--- config.mk ---
export PLATFORM = sky130hd
export DESIGN_NAME = dual_bank_intc
export DESIGN_NICKNAME = d
export VERILOG_FILES = /design/src/rtl/intc_pkg.sv /design/src/rtl/intc_ctrl.sv /design/src/rtl/intc_datapath.sv /design/src/rtl/dual_bank_intc.sv
export SDC_FILE = /design/constraint.sdc
export NUM_CORES = 1
export LEC_CHECK = 0
export BUFFER_PORTS_ARGS = -buffer_cell sky130_fd_sc_hd__buf_2
export CORE_ASPECT_RATIO = 0.7
export CORE_MARGIN = 2
export CORE_UTILIZATION = 49
export DETAILED_ROUTE_END_ITERATION = 6
export PLACE_DENSITY = 0.82
export SLEW_MARGIN = 30
export SYNTH_ARGS = -nofsm -noshare
export SYNTH_HDL_FRONTEND = slang
export SYNTH_SLANG_ARGS = --single-unit
--- constraint.sdc ---
create_clock -name clk -period 1.37 [get_ports clk]
set_input_delay 0.137 -clock clk [delete_from_list [all_inputs] [get_ports clk]]
set_output_delay 0.137 -clock clk [all_outputs]
set_load 0.02 [all_outputs]
--- src/rtl/intc_pkg.sv ---
package intc_pkg;
  localparam int NUM_SRC = 40;
  localparam int LO_W = 32;
  localparam int HI_W = NUM_SRC - LO_W;
  localparam int IDX_W = $clog2(NUM_SRC);
  localparam logic [7:0] NO_SHADOW = 8'hFF;

  localparam int OFF_MASK_LO = 'h04;
  localparam int OFF_PEND_LO = 'h08;
  localparam int OFF_MASK_HI = 'h50;
  localparam int OFF_PEND_HI = 'h54;

  typedef logic [7:0] shadow_map_t [NUM_SRC];

  typedef enum logic [2:0] {
    SEL_NONE, SEL_MASK_LO, SEL_MASK_HI, SEL_PEND_LO, SEL_PEND_HI
  } rd_sel_t;

  // control-to-datapath strobes
  typedef struct packed {
    logic wrMaskLo;
    logic wrMaskHi;
    logic [31:0] wrData;
  } ctrl_strobe_t;

  function automatic shadow_map_t defaultShadowMap();
    shadow_map_t m;
    for (int j = 0; j < NUM_SRC; j++) m[j] = NO_SHADOW;
    m[3] = 8'd35;
    m[10] = 8'd38;
    return m;
  endfunction

  // set of indices that act as shadows of some primary source
  function automatic logic [NUM_SRC-1:0] shadowSet(shadow_map_t m);
    logic [NUM_SRC-1:0] s;
    s = '0;
    for (int j = 0; j < NUM_SRC; j++)
      if (m[j] != NO_SHADOW && int'(m[j]) < NUM_SRC) s[m[j]] = 1'b1;
    return s;
  endfunction

  // the source whose level feeds index i (itself unless i is a shadow)
  function automatic int ownerOf(shadow_map_t m, int i);
    int o;
    o = i;
    for (int j = 0; j < NUM_SRC; j++)
      if (m[j] != NO_SHADOW && int'(m[j]) == i) o = j;
    return o;
  endfunction
endpackage

--- src/rtl/intc_ctrl.sv ---
module intc_ctrl #(
  parameter int ADDR_W = 8
) (
  input  logic clk,
  input  logic rstN,
  input  logic wrEn,
  input  logic [ADDR_W-1:0] addr,
  input  logic [31:0] wrData,
  input  logic [intc_pkg::NUM_SRC-1:0] maskVec,
  input  logic [intc_pkg::NUM_SRC-1:0] pendVec,
  output intc_pkg::ctrl_strobe_t strobe,
  output logic [31:0] rdData
);
  import intc_pkg::*;

  rd_sel_t sel;

  always_comb begin
    if (addr == ADDR_W'(OFF_MASK_LO)) sel = SEL_MASK_LO;
    else if (addr == ADDR_W'(OFF_MASK_HI)) sel = SEL_MASK_HI;
    else if (addr == ADDR_W'(OFF_PEND_LO)) sel = SEL_PEND_LO;
    else if (addr == ADDR_W'(OFF_PEND_HI)) sel = SEL_PEND_HI;
    else sel = SEL_NONE;
  end

  always_comb begin
    strobe.wrMaskLo = wrEn && (sel == SEL_MASK_LO);
    strobe.wrMaskHi = wrEn && (sel == SEL_MASK_HI);
    strobe.wrData = wrData;
  end

  always_ff @(posedge clk) begin
    if (!rstN) begin
      rdData <= '0;
    end else begin
      unique case (sel)
        SEL_MASK_LO: rdData <= maskVec[LO_W-1:0];
        SEL_MASK_HI: rdData <= 32'(maskVec[NUM_SRC-1:LO_W]);
        SEL_PEND_LO: rdData <= pendVec[LO_W-1:0];
        SEL_PEND_HI: rdData <= 32'(pendVec[NUM_SRC-1:LO_W]);
        default:     rdData <= '0;
      endcase
    end
  end
endmodule

--- src/rtl/intc_datapath.sv ---
module intc_datapath #(
  parameter int SYNC_STAGES = 2,
  parameter intc_pkg::shadow_map_t SHADOW_MAP = intc_pkg::defaultShadowMap()
) (
  input  logic clk,
  input  logic rstN,
  input  logic [intc_pkg::NUM_SRC-1:0] srcLevel,
  input  intc_pkg::ctrl_strobe_t strobe,
  output logic [intc_pkg::NUM_SRC-1:0] maskVec,
  output logic [intc_pkg::NUM_SRC-1:0] pendVec,
  output logic irqCpu0,
  output logic irqCpu1,
  output logic [intc_pkg::IDX_W-1:0] topIdx,
  output logic topValid
);
  import intc_pkg::*;

  localparam logic [NUM_SRC-1:0] SHADOW_BITS = shadowSet(SHADOW_MAP);
  localparam logic [NUM_SRC-1:0] PRIMARY_BITS = ~SHADOW_BITS;

  logic [NUM_SRC-1:0] syncPipe [SYNC_STAGES];
  logic [NUM_SRC-1:0] effLevel;
  logic [NUM_SRC-1:0] primPend;
  logic [IDX_W-1:0] nextIdx;
  logic nextValid;

  // input synchronizer chain
  always_ff @(posedge clk) begin
    if (!rstN) begin
      for (int s = 0; s < SYNC_STAGES; s++) syncPipe[s] <= '0;
    end else begin
      syncPipe[0] <= srcLevel;
      for (int s = 1; s < SYNC_STAGES; s++) syncPipe[s] <= syncPipe[s-1];
    end
  end

  // shadow indices take the level of their owning source
  for (genvar i = 0; i < NUM_SRC; i++) begin : g_route
    localparam int OWNER = ownerOf(SHADOW_MAP, i);
    assign effLevel[i] = syncPipe[SYNC_STAGES-1][OWNER];
  end

  always_ff @(posedge clk) begin
    if (!rstN) begin
      maskVec <= '0;
    end else begin
      if (strobe.wrMaskLo) maskVec[LO_W-1:0] <= strobe.wrData;
      if (strobe.wrMaskHi) maskVec[NUM_SRC-1:LO_W] <= strobe.wrData[HI_W-1:0];
    end
  end

  always_ff @(posedge clk) begin
    if (!rstN) pendVec <= '0;
    else pendVec <= effLevel & maskVec;
  end

  assign primPend = pendVec & PRIMARY_BITS;
  assign irqCpu0 = |primPend;
  assign irqCpu1 = |(pendVec & SHADOW_BITS);

  // highest-numbered pending primary wins
  always_comb begin
    nextIdx = '0;
    nextValid = 1'b0;
    for (int i = 0; i < NUM_SRC; i++) begin
      if (primPend[i]) begin
        nextIdx = IDX_W'(i);
        nextValid = 1'b1;
      end
    end
  end

  always_ff @(posedge clk) begin
    if (!rstN) begin
      topIdx <= '0;
      topValid <= 1'b0;
    end else begin
      topIdx <= nextIdx;
      topValid <= nextValid;
    end
  end
endmodule

--- src/rtl/dual_bank_intc.sv ---
module dual_bank_intc #(
  parameter int ADDR_W = 8,
  parameter int SYNC_STAGES = 2,
  parameter intc_pkg::shadow_map_t SHADOW_MAP = intc_pkg::defaultShadowMap()
) (
  input  logic clk,
  input  logic rstN,
  input  logic [intc_pkg::NUM_SRC-1:0] srcLevel,
  input  logic wrEn,
  input  logic [ADDR_W-1:0] addr,
  input  logic [31:0] wrData,
  output logic [31:0] rdData,
  output logic irqCpu0,
  output logic irqCpu1,
  output logic [intc_pkg::IDX_W-1:0] topIdx,
  output logic topValid
);
  intc_pkg::ctrl_strobe_t strobe;
  logic [intc_pkg::NUM_SRC-1:0] maskVec;
  logic [intc_pkg::NUM_SRC-1:0] pendVec;

  intc_ctrl #(.ADDR_W(ADDR_W)) u_ctrl (
    .clk(clk), .rstN(rstN), .wrEn(wrEn), .addr(addr), .wrData(wrData),
    .maskVec(maskVec), .pendVec(pendVec), .strobe(strobe), .rdData(rdData)
  );

  intc_datapath #(.SYNC_STAGES(SYNC_STAGES), .SHADOW_MAP(SHADOW_MAP)) u_dp (
    .clk(clk), .rstN(rstN), .srcLevel(srcLevel), .strobe(strobe),
    .maskVec(maskVec), .pendVec(pendVec), .irqCpu0(irqCpu0),
    .irqCpu1(irqCpu1), .topIdx(topIdx), .topValid(topValid)
  );
endmodule

==> flow_results.org, run 1 <==
** Run status
- The run finished, with violations left.
- The checks that failed: setup timing.

** GRT
- Aggregate global routing overflow :: 0
- The via count of the first global-routing pass is 5,339.
- Entering global routing, the biggest net connects 73 pins.
- Wire length of the first global-routing pass :: 25.61 mm
- Global-route usage over all layers :: 23.07%
- The number of antenna violations at the first check in global routing was 0.

** Synth
- Yosys warns :: 0
- Count of unique library cells instantiated by Yosys :: 46
- Summed instance area of the synthesized netlist :: 0.006626 mm²
- The cell count after synthesis came out at 651.
- Total nets after synthesis :: 734
- The most used flip-flop cell after synthesis is sky130_fd_sc_hd__dfxtp_1.
- After synthesis the netlist holds a flip-flop and latch count of 195.
- Of all flip-flops after synthesis, the portion carrying an async set or reset was 0%.
- Fraction of the yosys area taken by sequential cells :: 58.91%
- Post-synthesis average cell area :: 10.18 µm²
- Post-synth EDFFs :: 0

** Timing
- Slew Limit Fails :: 0
- Transition time at the pin with the least slew margin :: 0.4870 ns
- After layout, the minimum clock period comes to 1.858 ns.
- Setup repair after global routing could not meet its margin everywhere.
- Slew HR :: 67.53%
- Across the routed clock network, the largest skew measured is 0.01223 ns.
- The count of final hold-check violations is 0.
- After routing, the total negative slack on setup checks comes to -0.6314 ns.
- Part of the cycle the worst path needs :: 135.6%
- Highest clock rate :: 538.2 MHz
- Setup violations remaining at the end of the flow were counted as 2.
- Setup slack after layout :: -0.4880 ns
- Final hold analysis gives a worst-case slack of 0.1274 ns.

** Route
- Number of detailed-route iterations in the first pass :: 4
- Dividing the detail-routed via count by the number of cells gives 4.933.
- Detailed-route DRC error count :: 0
- For this block, the initial DRC count from the detailed router was 359.
- The routed layout has 5,328 vias.
- Total Routed Length :: 16.45 mm
- Detailed-route wire length per cell :: 15.23 µm
- The detail route stage leaves a number of antenna-violating nets equal to 0.

** CTS
- H-tree levels :: 4
- Clock transition time at the flip-flop clock pins of the worst setup and hold paths :: 0.07 ns
- TritonCTS created 17 clock buffers.
- Number of clock sinks :: 195
- CTS tree :: done
- Clock latency reported for the late side of the worst-skew pair :: 0.43 ns
- Clock tree synthesis selected as its root buffer the cell sky130_fd_sc_hd__clkbuf_16.
- Max Buffers Root-to-Sink :: 2

** Run
- MaxCap Viol Count :: 0

** Cells and area
- Number of nets at the end of the flow :: 965
- Area of all placed cells without fillers :: 0.009155 mm²
- Sequential cell area :: 0.003909 mm²
- Fill cells in the final layout number 981.
- The number of antenna diodes in the final layout is 0.
- In the final layout, the multi-input gates occupy 0.002590 mm².
- Cells fill 69.45% of the core in the end.
- Area growth, synth to finish :: 38.16%
- Ratio of cells with drive above 1 in the final layout :: 29.61%

** Worst setup path
- Number of cells traversed by the worst register-to-register path :: 5
- At the worst endpoint, the arrival time is 1.72 ns.
- The worst setup path is captured at a primary output.
- Top fanout value on the critical path :: 5
- The largest single stage delay on the critical path is 0.52 ns.
- Worst path cell trace :: or4_4 > nor2_4 > nand3_4 > buf_6
- Buffering stage count on the worst path with inverters included :: 1
- In this design, the largest share of critical-path delay is due to simple AND/OR/NAND/NOR gates.
- The critical path starts at u_dp.pendVec[28].
- Required time at the worst-slack endpoint :: 1.23 ns
- The slowest stage of the critical path is the sky130_fd_sc_hd__or4_4 cell.
- Crit Reg-Reg Startpoint :: u_dp.pendVec[28]
- Flop2flop setup slack :: -0.14 ns
- The worst setup path is of the reg2out kind.
- The critical path runs through a total of 4 cells.
- The worst setup path is launched from a flop.
- In this run the critical register-to-register path is captured at u_dp.topValid.
- Timing endpoint of the critical path :: irqCpu0

** Place
- Once placement finished, the instance area stood at 0.007729 mm².
- Placement-stage worst setup slack :: -0.3052 ns
- IO Port Bufs :: 121
- Dpl hpwl :: 10.61 mm
- Weighted congestion reported at the end of routability-driven placement :: 0.8631

** Hold path
- Hold path cells :: 3
- The tightest min-delay check is of the in2reg type.

** Power and ir drop
- Switching portion of total power :: 21.50%
- For this design the ratio of total power to cell area is 1215 mW/mm².
- Internal power summed over all cells :: 8.731 mW
- Switch Pwr :: 2.391 mW
- Part of the power in registers :: 52.1%
- Power share of the combinational group :: 4.5%
- Summed over all cells, the static leakage comes to 3.939 nW.
- The worst-case IR drop observed on VDD is 0.7191 mV.
- Clock network fraction of design power :: 43.3%

** Floorplanning
- Die area :: 0.01448 mm²
- Pin placement for this block handled 124 I/O pins.
- DIE WIDTH :: 143.0 µm
- Die extent in y :: 101.3 µm
- Std-Cell Rows :: 35
- Initial core utilization :: 50.27%
- Core outline area :: 0.01318 mm²
## state kept, by name, indices dropped and copies added (netlist names)
name / cells
u_dp.topIdx: 6
u_ctrl.rdData: 32
u_dp.topValid: 1
u_dp.pendVec: 40
u_dp.syncPipe: 76
u_dp.maskVec: 40
## worst reg2reg max path: cells and delay by family, from the launching register on
family / cells / cell delay (ns)
buf+inv: 1 / 0.15
flops: 1 / 0.35
simple gates: 4 / 0.91
## what timing repair did
action / 4_1_cts / 5_1_grt
endpoints found under the setup margin: 4 / 7
setup buffers: 1 / 2
hold buffers: 69 / 1
resized for setup: 10 / 22
pin swaps: 6 / 10
endpoints found under the hold margin: 74 / 1
## layout make-up
type / count / area share, %
inverters: 5 / 0.2050
clock buffers: 20 / 4.988
repair buffers: 250 / 19.99
well taps: 185 / 2.528
flip-flops and latches: 195 / 42.70
multi-input cells: 413 / 28.29
clock inverters: 12 / 1.298
## cell families (layout without fill, tap and decap cells)
logic type,Yosys count,count (layout),share of synthesized area [%]
buffers and inverters,43,287,4.097
AOI/OAI and AO/OA,117,117,12.86
DFF,195,195,58.91
and+or+nand+nor,296,296,24.13
## synthesized netlist by cell type (all sizes together) (2+ instances only)
master,count,area share [%]
a21boi,40,4.5
a21oi,19,1.8
a22o,8,1.1
a22oi,32,3.6
a31oi,2,0.19
and2,79,7.5
and3,41,3.9
buf,20,2.8
clkbuf,18,1.0
dfxtp,195,59
inv,5,0.28
nand2,91,5.7
nand3,13,1.1
nor2,44,2.8
nor2b,2,0.19
nor3,9,0.68
nor4,5,0.57
nor4b,2,0.49
o21ai,5,0.38
o31ai,3,0.34
o41ai,2,0.26
or3,2,0.26
or4,3,0.34
## power by group through the flow
| stage | Clock, mW | Sequential (mW) | Combinational [mW] |
|---|---|---|---|
| 2_1_floorplan | 0 | 5.91 | 0.162 |
| 3_3_place_gp | 0 | 5.92 | 0.331 |
| 3_5_place_dp | 0 | 5.93 | 0.335 |
| 4_1_cts | 4.86 | 5.80 | 0.487 |
| 5_1_grt | 5.16 | 5.80 | 0.544 |
| 6_report | 4.82 | 5.80 | 0.502 |
## metal layers
metal / vias up / track usage [%] / wire, µm
met5: - / 0 / 0
met4: 0 / 8.073 / 295
met3: 25 / 5.721 / 970
met2: 160 / 38.17 / 7605
met1: 2473 / 29.77 / 7577
li1: 2670 / - / -
## stage by stage
| stage | instances | total power [mW] |
|---|---|---|
| 2_1_floorplan | 651 | 6.076 |
| 3_3_place_gp | 975 | 6.256 |
| 3_5_place_dp | 975 | 6.264 |
| 4_1_cts | 1077 | 11.15 |
| 5_1_grt | 1080 | 11.50 |
| 6_report | 1080 | 11.12 |
## placed cells by master, fill, tap and decap left out, types with 32 or more instances in the layout
cell and n:
sky130_fd_sc_hd__a21boi_1 32, sky130_fd_sc_hd__a22oi_1 32, sky130_fd_sc_hd__and2_1 78, sky130_fd_sc_hd__and3_1 41
sky130_fd_sc_hd__buf_2 118, sky130_fd_sc_hd__buf_4 54, sky130_fd_sc_hd__dfxtp_1 191, sky130_fd_sc_hd__dlygate4sd3_1 70
sky130_fd_sc_hd__nand2_1 79, sky130_fd_sc_hd__nor2_1 36
## worst min-delay path by stage
stage	start	to	slack (ns)
floorplan	srcLevel[0]	u_dp.syncPipe[0][0]	0.26
global placement	srcLevel[6]	u_dp.syncPipe[0][6]	0.34
detailed placement	srcLevel[9]	u_dp.syncPipe[0][9]	0.35
CTS	wrData[0]	u_dp.maskVec[0]	0.0008
global route	wrEn	u_dp.maskVec[35]	0.11
finish	wrEn	u_dp.maskVec[35]	0.13
(Power assumes the default switching activity.)
==> run 2, diff against run 1 <==
--- a/config.mk
+++ b/config.mk
@@ -11,6 +11,7 @@
 export CORE_UTILIZATION = 49
 export DETAILED_ROUTE_END_ITERATION = 6
 export PLACE_DENSITY = 0.82
+export SETUP_SLACK_MARGIN = 0.5
 export SLEW_MARGIN = 30
 export SYNTH_ARGS = -nofsm -noshare
 export SYNTH_HDL_FRONTEND = slang
==> run 2 against run 1 <==
Compared with the run above:
- the flow still finishes with violations (setup timing)
- clock-buffer cell count is 1 higher
- first-iteration DRC count rose by 130%
- global-route usage grew 9.2 points
- sequential power barely moved
- die area stayed put
- via count rose by 26%
- worst setup slack worse by 0.14 ns
- routed wire length increased by 72%
- register-to-register slack worse by 0.14 ns
- core utilization is 17 points higher
- clock skew fell by 0.0035 ns
- flip-flop and latch count did not move
==> flow_results.org, run 2 (synthesis gave the netlist of run 1 again) <==
** Cells and area
- Area taken by multi-input logic gates :: 0.003530 mm² (+36%)
- Number of flip-flops in the largest register :: 76 (unchanged)
- Filler cells :: 491 (-50%)
- Registers with the most flip-flops :: u_dp.syncPipe (76), u_dp.maskVec (40), u_dp.pendVec (40)
- The area taken by flip-flops and latches was 0.003983 mm² (+1.9%).
- Area growth, synth to finish :: 71.68%
- Ranked by flip-flop count, first place goes to u_dp.syncPipe.
- Most frequent cells in the layout :: 140 x sky130_fd_sc_hd__dfxtp_1, 76 x sky130_fd_sc_hd__and2_1, 75 x sky130_fd_sc_hd__buf_2, 72 x sky130_fd_sc_hd__buf_6, 70 x sky130_fd_sc_hd__dlygate4sd3_1
- Final antenna diode count :: 0 (unchanged)
- Number of nets at the end of the flow :: 1,020 (+5.7%)
- Most common cell after layout, fill and taps aside :: sky130_fd_sc_hd__dfxtp_1
- The final standard cell count with taps included and fillers excluded was 1,134 (+5.0%).
- Ratio of cells with drive above 1 in the final layout :: 54.27% (+25 points)

** GRT
- The largest net degree at the start of global routing is 82 (+12%).
- The number of antenna violations at the first check in global routing is 0 (unchanged).
- Via count of the first global-routing pass :: 6,496 (+22%)
- Global-route usage over all layers :: 32.28% (+9.2 points)
- Wire length of the first global-routing pass :: 35.18 mm (+37%)
- Aggregate global routing overflow :: 0 (unchanged)

** Place
- IO Port Bufs :: 121 (unchanged)
- The routability congestion estimate from global placement is 0.8912 (+3.3%).
- Total placed cells including tap cells :: 975 (unchanged)
- Dpl hpwl :: 10.42 mm (-1.8%)

** Timing
- The final max-slew violation count is 0 (unchanged).
- The transition time at the pin with the least slew margin came to 0.4224 ns (-0.06466 ns).
- The achievable frequency came to 499.7 MHz (-7.2%).
- Time the worst path needs with I/O delays and setup :: 2.001 ns (+0.1432 ns)
- Sum Neg Setup Slack :: -1.898 ns (-1.267 ns)
- The worst slew margin relative to its limit was 71.45% (+3.9 points).
- Part of the cycle the worst path needs :: 146.1% (+10 points)
- The count of final hold-check violations came to 0 (unchanged).
- Final setup violation count :: 7 (+5)
- RSZ-0062 raised after global routing :: yes
- Setup slack after layout :: -0.6312 ns (-0.1432 ns)
- The post-route clock skew came to 0.008741 ns (-0.003488 ns).

** Route
- The DRC violation count after routing came to 0 (unchanged).
- The DRC violation total after the first TritonRoute iteration is 812 (+130%).
- Via count :: 6,699 (+26%)
- Via density per instance :: 5.907 (+20%)
- The length of the first detailed-routing pass in iterations was 7 (+3).
- Number of nets with antenna violations after routing :: 0 (unchanged)
- Detailed-route wire length per cell :: 24.89 µm (+63%)
- The sum of routed wire length over all layers was 28.23 mm (+72%).

** Worst setup path
- Max stage delay cell, worst path :: sky130_fd_sc_hd__or4_4
- Arrival @ worst endpoint :: 1.86 ns (+0.14 ns)
- The worst setup path is of the reg2out kind.
- Max stage delay on crit path :: 0.58 ns (+0.06 ns)
- Flop2flop setup slack :: -0.28 ns (-0.14 ns)
- Required time at the worst-slack endpoint :: 1.23 ns (about the same)
- Startpoint types :: flop
- The peak fanout along the critical path came to 4 (-1).
- On the critical path the largest part of the delay comes from simple AND/OR/NAND/NOR gates.
- The worst setup path is captured at a primary output.
- The buffer and inverter count on the worst path came to 1 (unchanged).
- Walking the worst path, the cells encountered are or4_4 > nor2_4 > nand3_4 > buf_6.

** Floorplanning
- The number of placement rows is 35 (unchanged).
- Die extent in y :: 101.3 µm (unchanged)
- The number of primary I/O pins was 124 (unchanged).
- The total die area was 0.01448 mm² (unchanged).
- Core outline area :: 0.01318 mm² (unchanged)
- The horizontal die dimension was 143.0 µm (unchanged).
- Initial core utilization :: 50.27% (unchanged)

** Run status
- The checks that failed: setup timing.
- Status :: finished with violations

** CTS
- TritonCTS Buffers :: 17 (unchanged)
- Clock transition time at the flip-flop clock pins of the worst setup and hold paths :: 0.07 ns (about the same)
- H-tree levels :: 4 (unchanged)
- Number of clock sinks :: 195 (unchanged)
- TritonCTS built the clock tree.
- In this run the clock root is driven by a sky130_fd_sc_hd__clkbuf_16.
- Clock latency reported for the late side of the worst-skew pair :: 0.44 ns (about the same)
- Max Buffers Root-to-Sink :: 2 (unchanged)

** Power and ir drop
- The leakage power is 4.741 nW (+20%).
- Maximum resistive drop on vdd :: 0.8069 mV (+12%)
- Power density relative to cell area :: 1012 mW/mm² (-17%)

** Run
- MaxCap Viol Count :: 0 (unchanged)

** Hold path
- Hold crit path type :: in2reg
==> run 2: changes by cell type in the layout (fill, tap and decap cells not counted), moves of 26 or more <==
cell / delta
sky130_fd_sc_hd__buf_6: +69
sky130_fd_sc_hd__dfxtp_1: -51
sky130_fd_sc_hd__nand2_1: -51
sky130_fd_sc_hd__dfxtp_2: +47
sky130_fd_sc_hd__buf_2: -43
sky130_fd_sc_hd__nand2_4: +36
sky130_fd_sc_hd__a21boi_2: +26
==> run 2: final cells by class <==
class,instances,share of cell area (%)
Clock buffer,21,4.048
Clock inverter,10,1.100
Inverter,5,0.1650
Multi-Input combinational cell,413,31.03
Sequential cell,195,35.01
Tap cell,185,2.035
Timing Repair Buffer,305,26.62
==> run 2: final timing paths <==
| check | cells past startpoint | end | startpoint |
|---|---|---|---|
| worst max-delay path | 4 | irqCpu0 | u_dp.pendVec[25] |
| worst min-delay path | 2 | u_dp.maskVec[33] | rstN |
| worst max register to register | 5 | u_dp.topValid | u_dp.pendVec[25] |
| worst min register to register | 1 | u_dp.syncPipe[0][50] | u_dp.syncPipe[0][10] |
==> run 2: stage by stage <==
step                      hold slack, ns  area [µm²]  total power [mW]  util [%]  setup slack (ns)
final                            0.07521       11380             11.52     86.30           -0.6312
after global routing             0.05984       11380             11.82     86.30           -0.6540
after CTS                        0.03378       10530             11.33     79.89           -0.5593
after detailed placement          0.3451        7800             6.274     59.17           -0.1622
after global placement            0.3433        7800             6.271     59.17           -0.1581
after floorplan                   0.2643        6723             6.082         -          -0.02206
==> run 2: timing repair <==
action | 4_1_cts | 5_1_grt
gates resized for setup | 280 | 165
hold endpoints to repair | 78 | 0
pin swaps | 91 | 49
endpoints found under the setup margin | 120 | 120
setup buffers | 32 | 12
cloned | 12 | 2
hold buffers | 70 | 0
==> run 2: power by group <==
part	internal [mW]	total, mW	switching, mW
Combinational	0.354	0.628	0.274
Sequential	5.76	5.80	0.0404
Clock	2.80	5.09	2.28
==> run 2: layer usage <==
layer  vias to the layer above  global-route usage, %  share of wire (%)
li1                       2781                      -                  -
met1                      3182                  38.03                 37
met2                       544                  54.40                 47
met3                       192                  9.362                9.5
met4                         0                  16.22                6.8
met5                         -                      0                  0
